### src/rtl/mmio_ord_pkg.sv
package mmio_ord_pkg;

  localparam int ADDR_W   = 32;
  localparam int WORD_LSB = 2;

  typedef logic [ADDR_W-1:0] addr_t;

  typedef enum logic [1:0] {
    RS_IDLE  = 2'd0,
    RS_CYCLE = 2'd1,
    RS_RETRY = 2'd2
  } rd_state_e;

  // peripheral window test: masked bits equal the base
  function automatic logic in_io_window(addr_t a, addr_t base, addr_t mask);
    return (a & mask) == (base & mask);
  endfunction

  // two byte addresses name the same bus word
  function automatic logic same_word(addr_t a, addr_t b);
    return a[ADDR_W-1:WORD_LSB] == b[ADDR_W-1:WORD_LSB];
  endfunction

endpackage

### src/rtl/mmio_wr_queue.sv
module mmio_wr_queue
  import mmio_ord_pkg::*;
#(
  parameter int DATA_W = 32,
  parameter int DEPTH  = 4
) (
  input  logic              clk,
  input  logic              rst_n,
  input  logic              push,
  input  addr_t             push_addr,
  input  logic [DATA_W-1:0] push_data,
  input  logic              pop,
  input  addr_t             probe_addr,
  output logic              full,
  output logic              empty,
  output logic              probe_hit,
  output addr_t             head_addr,
  output logic [DATA_W-1:0] head_data
);

  localparam int PW = (DEPTH > 1) ? $clog2(DEPTH) : 1;
  localparam int CW = $clog2(DEPTH + 1);
  localparam logic [PW-1:0] LAST_PTR = PW'(DEPTH - 1);
  localparam logic [CW-1:0] FULL_CNT = CW'(DEPTH);

  addr_t             a_q [DEPTH];
  logic [DATA_W-1:0] d_q [DEPTH];
  logic [DEPTH-1:0]  vld_vec;
  logic [DEPTH-1:0]  hit_vec;
  logic [PW-1:0]     wp_q, rp_q;
  logic [CW-1:0]     cnt_q;

  // named events for the assertions
  logic ev_accept, ev_take;

  function automatic logic [PW-1:0] bump(logic [PW-1:0] p);
    return (p == LAST_PTR) ? '0 : p + 1'b1;
  endfunction

  assign full      = (cnt_q == FULL_CNT);
  assign empty     = (cnt_q == '0);
  assign ev_accept = push && !full;
  assign ev_take   = pop && !empty;
  assign head_addr = a_q[rp_q];
  assign head_data = d_q[rp_q];
  assign probe_hit = |hit_vec;

  for (genvar i = 0; i < DEPTH; i++) begin : g_slot
    logic vld_q;
    localparam logic [PW-1:0] IDX = PW'(i);

    always_ff @(posedge clk or negedge rst_n) begin
      if (!rst_n) begin
        vld_q  <= 1'b0;
        a_q[i] <= '0;
        d_q[i] <= '0;
      end else begin
        if (ev_take && rp_q == IDX) vld_q <= 1'b0;
        if (ev_accept && wp_q == IDX) begin
          vld_q  <= 1'b1;
          a_q[i] <= push_addr;
          d_q[i] <= push_data;
        end
      end
    end

    assign vld_vec[i] = vld_q;
    assign hit_vec[i] = vld_q && same_word(a_q[i], probe_addr);
  end

  always_ff @(posedge clk or negedge rst_n) begin
    if (!rst_n) begin
      wp_q  <= '0;
      rp_q  <= '0;
      cnt_q <= '0;
    end else begin
      if (ev_accept) wp_q <= bump(wp_q);
      if (ev_take)   rp_q <= bump(rp_q);
      cnt_q <= cnt_q + CW'(ev_accept) - CW'(ev_take);
    end
  end

  // occupancy counter agrees with the slot valid bits
  p_count_matches_slots_r3: assert property (@(posedge clk) disable iff (!rst_n)
    $countones(vld_vec) == int'(cnt_q));

  // never more than DEPTH entries
  p_no_overflow_r3: assert property (@(posedge clk) disable iff (!rst_n)
    int'(cnt_q) <= DEPTH);

  // a dropped push (while full) leaves occupancy unchanged without a pop
  p_full_push_dropped_r3: assert property (@(posedge clk) disable iff (!rst_n)
    (full && push && !pop) |=> full);

endmodule

### src/rtl/mmio_rd_sched.sv
module mmio_rd_sched
  import mmio_ord_pkg::*;
#(
  parameter addr_t IO_BASE = 32'hFF00_0000,
  parameter addr_t IO_MASK = 32'hFF00_0000
) (
  input  logic  clk,
  input  logic  rst_n,
  input  logic  rd_valid,
  input  addr_t rd_addr,
  input  logic  rd_exec,
  input  logic  q_empty,
  input  logic  q_hit,
  input  logic  io_decode_n,
  output logic  bus_rd_valid,
  output addr_t bus_rd_addr,
  output logic  io_inhibit_n,
  output logic  rd_done,
  output logic  hold_drain
);

  rd_state_e st_q, st_d;
  addr_t     addr_q;
  logic      inh_q, inh_d;

  // named internal events
  logic win_req, safe_now, may_issue, inh_issue;
  logic ev_issue, ev_cancel, ev_retry, in_cycle;

  assign win_req   = in_io_window(rd_addr, IO_BASE, IO_MASK);
  assign safe_now  = q_empty && rd_exec;
  assign may_issue = win_req ? safe_now : !q_hit;
  assign inh_issue = !win_req && !safe_now;

  assign in_cycle  = (st_q == RS_CYCLE);
  assign ev_issue  = (st_q == RS_IDLE) && rd_valid && may_issue;
  assign ev_retry  = (st_q == RS_RETRY) && safe_now;
  assign ev_cancel = in_cycle && inh_q && !io_decode_n;

  assign bus_rd_valid = in_cycle;
  assign bus_rd_addr  = addr_q;
  assign io_inhibit_n = !(in_cycle && inh_q);
  assign rd_done      = in_cycle && !ev_cancel;
  assign hold_drain   = in_cycle;

  always_comb begin
    st_d  = st_q;
    inh_d = inh_q;
    unique case (st_q)
      RS_IDLE: if (ev_issue) begin
        st_d  = RS_CYCLE;
        inh_d = inh_issue;
      end
      RS_CYCLE: st_d = ev_cancel ? RS_RETRY : RS_IDLE;
      RS_RETRY: if (ev_retry) begin
        st_d  = RS_CYCLE;
        inh_d = 1'b0;
      end
      default: st_d = RS_IDLE;
    endcase
  end

  always_ff @(posedge clk or negedge rst_n) begin
    if (!rst_n) begin
      st_q   <= RS_IDLE;
      inh_q  <= 1'b0;
      addr_q <= '0;
    end else begin
      st_q  <= st_d;
      inh_q <= inh_d;
      if (ev_issue) addr_q <= rd_addr;
    end
  end

  // inhibit only accompanies a read bus cycle
  p_inhibit_in_cycle_r10: assert property (@(posedge clk) disable iff (!rst_n)
    !io_inhibit_n |-> bus_rd_valid);

  // a read cycle into the window is never inhibited
  p_window_uninhibited_r4: assert property (@(posedge clk) disable iff (!rst_n)
    (bus_rd_valid && in_io_window(bus_rd_addr, IO_BASE, IO_MASK)) |-> io_inhibit_n);

  // an inhibited cycle never comes out of the retry path
  p_retry_uninhibited_r7: assert property (@(posedge clk) disable iff (!rst_n)
    (bus_rd_valid && !io_inhibit_n) |-> $past(st_q) == RS_IDLE);

  // a bus cycle that completes lasts exactly one cycle
  p_single_cycle_r11: assert property (@(posedge clk) disable iff (!rst_n)
    (bus_rd_valid && rd_done) |=> !bus_rd_valid);

endmodule

### src/rtl/mmio_order_unit.sv
module mmio_order_unit
  import mmio_ord_pkg::*;
#(
  parameter int    DATA_W  = 32,
  parameter int    QDEPTH  = 4,
  parameter addr_t IO_BASE = 32'hFF00_0000,
  parameter addr_t IO_MASK = 32'hFF00_0000
) (
  input  logic              clk,
  input  logic              rst_n,
  input  logic              wr_valid,
  input  logic [31:0]       wr_addr,
  input  logic [DATA_W-1:0] wr_data,
  output logic              wr_ready,
  output logic              bus_wr_valid,
  output logic [31:0]       bus_wr_addr,
  output logic [DATA_W-1:0] bus_wr_data,
  input  logic              bus_wr_ready,
  input  logic              rd_valid,
  input  logic [31:0]       rd_addr,
  input  logic              rd_exec,
  output logic              rd_done,
  output logic              bus_rd_valid,
  output logic [31:0]       bus_rd_addr,
  output logic              io_inhibit_n,
  input  logic              io_decode_n
);

  logic q_full, q_empty, q_hit, hold_drain, ev_pop;

  assign wr_ready     = !q_full;
  assign bus_wr_valid = !q_empty && !hold_drain;
  assign ev_pop       = bus_wr_valid && bus_wr_ready;

  mmio_wr_queue #(.DATA_W(DATA_W), .DEPTH(QDEPTH)) u_queue (
    .clk        (clk),
    .rst_n      (rst_n),
    .push       (wr_valid),
    .push_addr  (wr_addr),
    .push_data  (wr_data),
    .pop        (ev_pop),
    .probe_addr (rd_addr),
    .full       (q_full),
    .empty      (q_empty),
    .probe_hit  (q_hit),
    .head_addr  (bus_wr_addr),
    .head_data  (bus_wr_data)
  );

  mmio_rd_sched #(.IO_BASE(IO_BASE), .IO_MASK(IO_MASK)) u_sched (
    .clk          (clk),
    .rst_n        (rst_n),
    .rd_valid     (rd_valid),
    .rd_addr      (rd_addr),
    .rd_exec      (rd_exec),
    .q_empty      (q_empty),
    .q_hit        (q_hit),
    .io_decode_n  (io_decode_n),
    .bus_rd_valid (bus_rd_valid),
    .bus_rd_addr  (bus_rd_addr),
    .io_inhibit_n (io_inhibit_n),
    .rd_done      (rd_done),
    .hold_drain   (hold_drain)
  );

  // no write drains while a read cycle owns the bus
  p_no_drain_in_read_r9: assert property (@(posedge clk) disable iff (!rst_n)
    bus_rd_valid |-> !bus_wr_valid);

  // an uninhibited window read follows an empty queue and an executing instruction
  p_window_safe_issue_r4: assert property (@(posedge clk) disable iff (!rst_n)
    (bus_rd_valid && io_inhibit_n && in_io_window(bus_rd_addr, IO_BASE, IO_MASK))
      |-> $past(q_empty && rd_exec));

  // a stalled head write stays put unless a read cycle takes over
  p_head_stable_r3: assert property (@(posedge clk) disable iff (!rst_n)
    (bus_wr_valid && !bus_wr_ready && !wr_valid) |=>
      (bus_rd_valid || (bus_wr_valid && $stable(bus_wr_addr))));

endmodule

### config.mk
export PLATFORM = sky130hd
export DESIGN_NAME = mmio_order_unit
export DESIGN_NICKNAME = d
export VERILOG_FILES = /design/src/rtl/mmio_ord_pkg.sv /design/src/rtl/mmio_wr_queue.sv /design/src/rtl/mmio_rd_sched.sv /design/src/rtl/mmio_order_unit.sv
export SDC_FILE = /design/constraint.sdc
export NUM_CORES = 1
export LEC_CHECK = 0
export ABC_CLOCK_PERIOD_IN_PS = 2200
export BUFFER_PORTS_ARGS = -buffer_cell sky130_fd_sc_hd__buf_4
export CAP_MARGIN = 40
export CORE_AREA = 2 2 201 203
export CTS_CLUSTER_DIAMETER = 120
export DETAILED_ROUTE_END_ITERATION = 8
export DIE_AREA = 0 0 203 205
export GPL_ROUTABILITY_DRIVEN = 0
export MAX_ROUTING_LAYER = met4
export PLACE_DENSITY = 0.59
export SYNTH_ARGS = -nofsm -noshare
export SYNTH_HDL_FRONTEND = slang
export SYNTH_HIERARCHICAL = 1
export SYNTH_SLANG_ARGS = --single-unit
export TNS_END_PERCENT = 30
### constraint.sdc
create_clock -name clk -period 2.2 [get_ports clk]
set_clock_uncertainty 0.05 [all_clocks]
set_input_delay 0.22 -clock clk [delete_from_list [all_inputs] [get_ports clk]]
set_output_delay 0.22 -clock clk [all_outputs]
set_load 0.1 [all_outputs]
==> out/metrics.cfg <==
[logic_synthesis]
synth-edff-count=0
synth_adder_area_share_pct=0.930
seq_area_frac_synth_pct=48.4
yosys.cell_types.count=38
synth_cells=956
synth_warnings=6
synth_xor_area_share_pct=6.84
synth_top_family_by_area=multiplexers
synth-seq-cells=302
complex_gate_fraction_of_the_synthesized_area_pct=0.337
ys_dominant_reg_cell=dfrtp_1
synth-simple-area-share_pct=3.31
synthArstFlopShare_pct=100
synthesis.nets=1070
syn_area_per_cell_um2=16.3
share_of_synthesized_area_spent_on_multiplexers_pct=35.6
synth.cell_area_mm2=0.0156

[status]
outcome=finished with violations
failed_checks=negative setup slack

[clocking]
cts_max_path_buffers=3
h-tree-depth=2
clock-sinks=302
cts_inserted_buffers=38
cts_tree=yes
clk_transition_reported_paths_ns=0.06
clk-insertion-delay-late_ns=0.56
cts_root_buffer=clkbuf_16

[floorplan]
die_width_um=203
die_y_um=205
floorplan.initialDensity_pct=39.7
num_rows=73
number_of_top_level_design_ports=204
placeableCoreArea_mm2=0.0394
die-area_mm2=0.0416

[routing]
detail_route.drc_violations=0
wl_per_cell_um=21.0
dr_vias=9700
drt_iter0_drc=468
detail_route.vias_per_cell=4.91
drt-pass1-iter-count=4
drtAntennaViolNets=0
routed_wirelength_um=41500

[timing]
max_freq_mhz=370
tightest_slew_ns=0.516
layout_min_cycle_time_ns=2.70
finalMaxSlewViolations=0
setup-violations-final=96
max_slew_margin_pct=65.6
timing.setup.tns_ns=-24.31
fin_ws_ns=-0.501
min_period_over_period_pct=123
report.final.hold_viol_count=0
unrepaired_setup_endpoints_after_global_routing=true

[finish]
final_standard_cell_count_with_taps_included_and_fillers_excluded=1977
syn_to_final_growth_pct=38.0
share_of_cells_above_drive_strength_1_pct=57.8
finish.instance_area_mm2=0.0215
final_net_count=1535

[placed_design]
postPlaceCellArea_mm2=0.0189
port_buffers=203
post-dp-hpwl_um=28600
numPlacedInstances=1810

[global_route]
grt_first_pass_wirelength_um=64800
grt_pass1_vias=10832
grt_antenna_before_repair=1
pin_count_of_the_biggest_net_entering_global_routing=63
grt_usage_pct=21.1
grt_remaining_overflow=0

[setup_path]
worst-setup-path-type=reg2reg
worst_ep_required_time_ns=2.57
crit_start=u_queue/a_q[4]
endpoint_kind=register
arrival_ns=3.07
kind_of_start_point_of_the_critical_path=register
crit_fanout=23
r2r_start=u_queue/a_q[4]

[worst_hold_path]
worst_hold_path_type=in2reg
timing.hold.worst.start=rd_addr[24]

[run]
drv_cap=0

==> timing repair <==
item,4_1_cts,5_1_grt
hold endpoints to repair,353,0
pin swaps,2,1
hold buffers,95,0
gates resized for setup,78,10
buffers inserted,1,0
setup endpoints to repair,96,98
==> area by class of cell <==
class,instances,area [um^2]
clock inverter,11,161
antenna,1,2.50
multi-input combinational,579,7460
inverter,10,37.5
clock buffer,59,1170
timing repair buffer,490,4480
sequential,302,7560
fill,3213,17800
tap,525,657
==> final timing paths <==
| check | endpoint | slack, ns | depth (start not counted) |
|---|---|---|---|
| max | u_sched/bus_rd_addr[17] | -0.50 | 9 |
| min | u_sched/bus_rd_addr[24] | 0.05 | 3 |
| max reg2reg | u_sched/bus_rd_addr[17] | -0.50 | 9 |
| min reg2reg | u_queue/g_slot[2].vld_q | 0.45 | 2 |
| max in group asynchronous | u_queue/d_q[58] | 1.12 | 3 |
| min in group asynchronous | u_sched/bus_rd_addr[23] | 0.16 | 2 |
==> synthesized netlist by cell type (all sizes together) (3+ instances only) <==
| library cell | instances | share of area (%) |
|---|---|---|
| nor4 | 16 | 0.64 |
| ha | 10 | 0.80 |
| buf | 42 | 3.8 |
| nor3b | 3 | 0.21 |
| dfrtp | 302 | 48 |
| xor2 | 45 | 2.5 |
| nor2b | 3 | 0.14 |
| o21ai | 5 | 0.16 |
| nand4 | 27 | 1.1 |
| nand2 | 22 | 0.72 |
| inv | 10 | 0.24 |
| clkbuf | 23 | 0.55 |
| mux4 | 64 | 9.2 |
| mux2 | 288 | 26 |
| xnor2 | 77 | 4.3 |
| nor2 | 4 | 0.14 |
==> cell families (layout without fill, tap and decap cells) <==
kind of cell / after synthesis / after routing
adders and majority gates: 11 / 11
xor gates and xnor gates: 122 / 122
AOI/OAI and AO/OA: 9 / 9
muxes: 353 / 353
buffers and inverters: 75 / 570
and+or+nand+nor: 84 / 84
DFF: 302 / 302
other: 0 / 1
==> state kept, by name (all words and copies together) (netlist names), 2 cells and up <==
| signal | count |
|---|---|
| u_queue/a_q | 128 |
| u_sched/st_q | 2 |
| u_sched/bus_rd_addr | 32 |
| u_queue/d_q | 128 |
| u_queue/wp_q | 2 |
| u_queue/cnt_q | 3 |
| u_queue/g_slot.vld_q | 4 |
| u_queue/rp_q | 2 |
==> cell usage in the layout (no fill, tap or decap), types with 9 or more instances in the layout <==
cell	n
clkbuf_16	39
buf_4	306
dlygate4sd3_1	95
nor4_1	12
xor2_1	45
dfrtp_1	300
buf_8	11
xnor2_1	69
mux2_4	226
mux2_2	62
buf_6	56
clkbuf_8	12
buf_12	22
nand2_1	18
mux4_2	64
inv_1	9
nand4_1	27
==> stage by stage <==
stage | worst slack, ns | utilization [%] | hold slack (ns)
after floorplan | -0.372 | - | -0.126
after global placement | -0.604 | 47.9 | 0.150
after detailed placement | -0.612 | 47.9 | 0.152
after CTS | -0.472 | 54.6 | 0.0233
after global routing | -0.641 | 54.7 | 0.0332
final | -0.501 | 54.7 | 0.0545
==> worst max-delay path: stages (launching register included) <==
cell and delay (ns):
dfrtp_1 0.41, xnor2_2 0.27, nand4_1 0.15, nor4_2 0.35, nand4_1 0.13, nand4_1 0.19, and2b_1 0.23, mux2i_4 0.20
buf_12 0.24, mux2_4 0.32
==> metal layers <==
metal	vias up	track usage [%]	share of wire, %
met5	-	-	0
met4	0	6.28	2.6
met3	64	4.74	5.5
met2	239	34.4	50
met1	4993	26.4	42
li1	4404	-	-
Power is left out: the tool's default activity adds up to more than one toggle a clock period on the data nets, which glitch-free logic cannot reach.
